**config.mk**
```make
export PLATFORM = sky130hd
export DESIGN_NAME = mul8_unit
export DESIGN_NICKNAME = d
export VERILOG_FILES = /design/src/rtl/mul8_pkg.sv /design/src/rtl/mul8_ctrl.sv /design/src/rtl/mul8_datapath.sv /design/src/rtl/mul8_unit.sv
export SDC_FILE = /design/constraint.sdc
export NUM_CORES = 1
export LEC_CHECK = 0
export BUFFER_PORTS_ARGS = -buffer_cell sky130_fd_sc_hd__buf_2
export CAP_MARGIN = 15
export CORE_AREA = 2 2 138 140
export DETAILED_ROUTE_END_ITERATION = 16
export DIE_AREA = 0 0 140 142
export GPL_TIMING_DRIVEN = 1
export HOLD_SLACK_MARGIN = 0.12
export REMOVE_ABC_BUFFERS = 1
export SYNTH_ARGS = -nofsm -noshare
export SYNTH_HDL_FRONTEND = slang
export SYNTH_HIERARCHICAL = 1
export SYNTH_SLANG_ARGS = --single-unit
```
**constraint.sdc**
```tcl
create_clock -name clk -period 8.5 [get_ports clk]
set_input_delay 1.275 -clock clk [delete_from_list [all_inputs] [get_ports clk]]
set_output_delay 1.275 -clock clk [all_outputs]
set_load 0.05 [all_outputs]
```
**src/rtl/mul8_pkg.sv**
```systemverilog
package mul8_pkg;

  localparam int MODE_W = 3;

  typedef enum logic [1:0] {
    KIND_UU  = 2'd0,
    KIND_SS  = 2'd1,
    KIND_SU  = 2'd2,
    KIND_RSV = 2'd3
  } mulKind_e;

  // Strobes from control to datapath
  typedef struct packed {
    logic capOps;     // register operands (stage 1)
    logic capProd;    // register product and flags (stage 2)
    logic aSigned;    // sign-extend multiplicand
    logic bSigned;    // sign-extend multiplier
    logic fracShift;  // apply 1-bit left shift in stage 2
  } mulStrobe_t;

endpackage

```
**src/rtl/mul8_ctrl.sv**
```systemverilog
module mul8_ctrl
  import mul8_pkg::*;
(
  input  logic              clk,
  input  logic              rst,
  input  logic              inValid,
  input  logic [MODE_W-1:0] mode,
  output mulStrobe_t        strobe,
  output logic              outValid
);

  mulKind_e kind;
  logic     stage1Valid;
  logic     stage1Frac;

  assign kind = mulKind_e'(mode[1:0]);

  always_ff @(posedge clk) begin
    if (rst) begin
      stage1Valid <= 1'b0;
      stage1Frac  <= 1'b0;
      outValid    <= 1'b0;
    end else begin
      stage1Valid <= inValid;
      outValid    <= stage1Valid;
      if (inValid) begin
        stage1Frac <= mode[MODE_W-1];
      end
    end
  end

  always_comb begin
    strobe.capOps    = inValid;
    strobe.capProd   = stage1Valid;
    strobe.aSigned   = (kind == KIND_SS) || (kind == KIND_SU);
    strobe.bSigned   = (kind == KIND_SS);
    strobe.fracShift = stage1Frac;
  end

endmodule

```
**src/rtl/mul8_datapath.sv**
```systemverilog
module mul8_datapath
  import mul8_pkg::*;
#(
  parameter int OP_W = 8
) (
  input  logic            clk,
  input  logic            rst,
  input  mulStrobe_t      strobe,
  input  logic [OP_W-1:0] opA,
  input  logic [OP_W-1:0] opB,
  output logic [OP_W-1:0] prodHi,
  output logic [OP_W-1:0] prodLo,
  output logic            cFlag,
  output logic            zFlag
);

  localparam int EXT_W  = OP_W + 1;
  localparam int PROD_W = 2 * OP_W;
  localparam int PAD_W  = PROD_W - EXT_W;

  logic [EXT_W-1:0]  aExt, bExt;
  logic [PROD_W-1:0] aWide, bWide;
  logic [PROD_W-1:0] rawProd;
  logic [PROD_W-1:0] result;

  // Stage 1: operands with mode-dependent extension bit
  always_ff @(posedge clk) begin
    if (rst) begin
      aExt <= '0;
      bExt <= '0;
    end else if (strobe.capOps) begin
      aExt <= {strobe.aSigned & opA[OP_W-1], opA};
      bExt <= {strobe.bSigned & opB[OP_W-1], opB};
    end
  end

  // Low PROD_W bits of a product of sign-extended values are exact
  always_comb begin
    aWide   = {{PAD_W{aExt[EXT_W-1]}}, aExt};
    bWide   = {{PAD_W{bExt[EXT_W-1]}}, bExt};
    rawProd = aWide * bWide;
    result  = strobe.fracShift ? {rawProd[PROD_W-2:0], 1'b0} : rawProd;
  end

  // Stage 2: result and flags
  always_ff @(posedge clk) begin
    if (rst) begin
      prodHi <= '0;
      prodLo <= '0;
      cFlag  <= 1'b0;
      zFlag  <= 1'b0;
    end else if (strobe.capProd) begin
      prodHi <= result[PROD_W-1:OP_W];
      prodLo <= result[OP_W-1:0];
      cFlag  <= rawProd[PROD_W-1];
      zFlag  <= (result == '0);
    end
  end

endmodule

```
**src/rtl/mul8_unit.sv**
```systemverilog
module mul8_unit
  import mul8_pkg::*;
#(
  parameter int OP_W = 8
) (
  input  logic              clk,
  input  logic              rst,
  input  logic              inValid,
  input  logic [MODE_W-1:0] mode,
  input  logic [OP_W-1:0]   opA,
  input  logic [OP_W-1:0]   opB,
  output logic              outValid,
  output logic [OP_W-1:0]   prodHi,
  output logic [OP_W-1:0]   prodLo,
  output logic              cFlag,
  output logic              zFlag
);

  mulStrobe_t strobe;

  mul8_ctrl u_ctrl (
    .clk      (clk),
    .rst      (rst),
    .inValid  (inValid),
    .mode     (mode),
    .strobe   (strobe),
    .outValid (outValid)
  );

  mul8_datapath #(.OP_W(OP_W)) u_dp (
    .clk    (clk),
    .rst    (rst),
    .strobe (strobe),
    .opA    (opA),
    .opB    (opB),
    .prodHi (prodHi),
    .prodLo (prodLo),
    .cFlag  (cFlag),
    .zFlag  (zFlag)
  );

endmodule

```
==> metrics.md <==
| Metric | Value |
|---|---|
| Status | `complete, but fails checks` |
| Failing checks | `design-rule violations` |
| Hold_buf cts | `0` |
| Global-route wire length before repair | `15300 um` |
| CTS tree | `yes` |
| Clock share of power | `36.1%` |
| CTS Buffer Depth | `2` |
| Sw frac | `33.0%` |
| Pre-CTS setup slack | `2.99 ns` |
| Die X | `140 um` |
| Reg2Reg Depth | `15` |
| Total negative slack | `0 ns` |
| N_diodes | `0` |
| Root buffer cell | `clkbuf_16` |
| Max rail drop VDD | `0.0756 mV` |
| Vias in the first global route | `3121` |
| Crit path cell chain | `nand2_1, fa_1, fa_1, inv_1, fa_1, fa_1, fa_1, ha_1, and3_1, a22oi_2, a2111oi_1, a2111o_1, or3b_1, nor4_1, a21o_1` |
| Unrepaired setup endpoints after global routing | `false` |
| GRT overflow | `0` |
| R2R setup slack | `3.03 ns` |
| Synthesized area | `4330 um2` |
| Power Internal | `376 uW` |
| Clock buffer count from CTS | `5` |
| Final WS setup | `3.03 ns` |
| CTS sink count | `39` |
| Starting DRT DRC Count | `164` |
| Post-Layout Cell Count | `737` |
| Reg clk slew, reported paths | `0.06 ns` |
| Period minus WS final | `5.47 ns` |
| Max-Cap Viols | `0` |
| Hpwl dp | `7300 um` |
| Synth unique cells | `39` |
| Cells after Synth | `483` |
| P&R area growth vs syn | `12.6%` |
| Ys flop type | `dfxtp_1` |
| H-tree levels | `2` |
| RD Place Congestion | `0.841` |
| Synthesis-stage register bit count | `39` |
| Initial antenna violation count | `0` |
| Buffers & Inverters on Critical Path | `1` |
| # fillers | `1979` |
| Leak Pwr | `0.00247 uW` |
| Worst Path Required | `8.73 ns` |
| CORE AREA | `18500 um2` |
| Register area share after synthesis | `18.0%` |
| Hold Fails Final Rpt | `0` |
| Post-DRT Antenna Nets | `0` |
| Hold Crit Class | `reg2reg` |
| Slew at the pin closest to its max-slew limit | `0.594 ns` |
| Gr usage total | `9.51%` |
| Final setup vio count | `0` |
| Syn_area_per_cell | `8.97 um2` |
| CP startpoint kind | `flop` |
| Share of layout cells above drive strength 1 | `10.5%` |
| Post-synth EDFFs | `0` |
| Hold depth | `2` |
| FMAX | `183 MHz` |
| DR vias | `3157` |
| Crit. End Element | `flop` |
| Async S/R FF share, synth | `0%` |
| # DRC | `2` |
| Crit-path max cell delay | `0.57 ns` |
| Row cnt | `50` |
| Crit Path Max Fanout | `10` |
| PortBufs | `40` |
| Critical path type | `reg2reg` |
| Setup repair bufs after CTS | `0` |
| DIE HEIGHT | `142 um` |
| Critical path's slowest cell | `fa_1` |
| Slew Limit Fails | `0` |
| CP Depth | `15` |
| First drt pass iteration count | `12` |
| Period utilization | `64.3%` |
| WL per Instance | `12.2 um` |
| Die Area | `19900 um2` |
| Final Skew | `0.00575 ns` |
| Placed Instances | `729` |
| Top cell by count, worst path | `fa_1` |
| CP top delay family | `adder cells` |
| Detailed Route WL | `9030 um` |
| DR vias/cell | `4.28` |
| Combinational Power Share | `26.4%` |
| YS warnings | `6` |
| Slew headroom | `60.4%` |
| Sw power | `185 uW` |
| Worst-Skew Late Latency | `0.29 ns` |
| Crit path arrival time | `5.70 ns` |
| Largest net degree at the start of global routing | `41` |
| Power Density | `115 nW/um2` |
| Sequential share of power | `37.5%` |
| NumNets Final | `621` |
| # resized after CTS | `0` |
| Finished Core Util | `26.4%` |
| Initial core utilization | `23.5%` |
| I/O pins | `41` |
## sequential cells by signal (all words and copies together), names as in the netlist
name	count
u_ctrl/outValid	1
u_ctrl/stage1Frac	1
u_ctrl/stage1Valid	1
u_dp/aExt	9
u_dp/bExt	9
u_dp/cFlag	1
u_dp/prodHi	8
u_dp/prodLo	8
u_dp/zFlag	1
## final timing paths
kind	startpoint	end
worst max-delay path	u_dp/bExt[4]	u_dp/zFlag
worst min-delay path	u_dp/prodHi[5]	u_dp/prodHi[5]
worst max register to register	u_dp/bExt[4]	u_dp/zFlag
worst min register to register	u_dp/prodHi[5]	u_dp/prodHi[5]
## kinds of logic (layout without fill, tap and decap cells)
logic type | count (synthesis) | in the layout | share of synthesized area (%)
buffers and inverters | 105 | 125 | 9.36
adders and majority gates | 97 | 97 | 38.9
muxes | 28 | 28 | 6.47
DFF | 39 | 39 | 18.0
and+or+nand+nor | 154 | 154 | 16.9
xor gates and xnor gates | 17 | 17 | 3.44
AOI/OAI and AO/OA | 43 | 43 | 6.93
## tightest hold or removal path, delay by kind of cell, from the launching register on
kind	cells	cell delay [ns]
flip-flops	1	0.30
AND/OR/NAND/NOR	2	0.13
## per-layer routing
layer	track usage [%]	up-vias	part of all wire, %
li1	-	1543	-
met5	0	-	0
met4	2.18	0	0.96
met3	1.82	7	3.8
met1	13.0	1555	47
met2	15.7	52	49
## power groups by stage
| stage | combinational [uW] | clock, uW | sequential, uW |
|---|---|---|---|
| after global placement | 149 | 0 | 213 |
| final | 148 | 203 | 210 |
| after floorplan | 89.6 | 0 | 230 |
| after detailed placement | 150 | 0 | 214 |
| after CTS | 151 | 212 | 210 |
| after global routing | 167 | 219 | 213 |
## placed cells by master (no fill, tap or decap), drive strengths merged, types with 2 or more instances in the layout
| master | count |
|---|---|
| inv | 74 |
| fa | 63 |
| nand2 | 51 |
| buf | 43 |
| nor2 | 41 |
| dfxtp | 39 |
| ha | 34 |
| and2 | 31 |
| mux2i | 28 |
| xnor2 | 12 |
| a211oi | 10 |
| nor2b | 9 |
| o21ai | 9 |
| a21oi | 8 |
| clkbuf | 7 |
| a21o | 5 |
| xor2 | 5 |
| nand3 | 4 |
| nand2b | 4 |
| a311oi | 3 |
| nor3 | 3 |
| and3 | 3 |
| nor4 | 3 |
| a2111oi | 2 |
## synth_stat cells, types with 3 or more instances
library cell / n / area share [%]
nor3_1: 3 / 0.35
nor2b_1: 9 / 1.3
o21ai_1: 4 / 0.46
buf_1: 4 / 0.35
a311oi_1: 3 / 0.61
o21ai_0: 5 / 0.58
nor4_1: 3 / 0.43
nor2_1: 41 / 3.6
xnor2_1: 12 / 2.4
nand2_1: 51 / 4.4
a21o_1: 5 / 0.87
xor2_1: 5 / 1.0
nand2b_1: 4 / 0.58
a21oi_1: 7 / 0.81
a211oi_1: 10 / 1.7
dfxtp_1: 39 / 18
nand3_1: 4 / 0.46
ha_1: 34 / 9.8
and2_1: 31 / 4.5
inv_1: 74 / 6.4
mux2i_1: 28 / 6.5
and3_1: 3 / 0.43
clkbuf_1: 24 / 2.1
fa_1: 63 / 29
buf_4: 3 / 0.52
## layout make-up
cell class                 instances  area [um2]  share of cell area [%]
clock inverter                     1        7.51                   0.154
tap                              234         293                    6.00
multi-input combinational        339        3150                    64.5
inverter                          74         278                    5.69
sequential                        39         781                    16.0
clock buffer                       7         153                    3.13
timing repair buffer              43         223                    4.56
## stage by stage
stage | power, uW | hold WS (ns) | instance area (um2)
6_report | 561 | 0.479 | 4880
5_1_grt | 600 | 0.507 | 4880
4_1_cts | 573 | 0.486 | 4880
3_5_place_dp | 364 | 0.476 | 4720
3_3_place_gp | 362 | 0.465 | 4720
2_1_floorplan | 320 | 0.521 | 4210
Note: power is estimated with default switching activity, not from simulation.
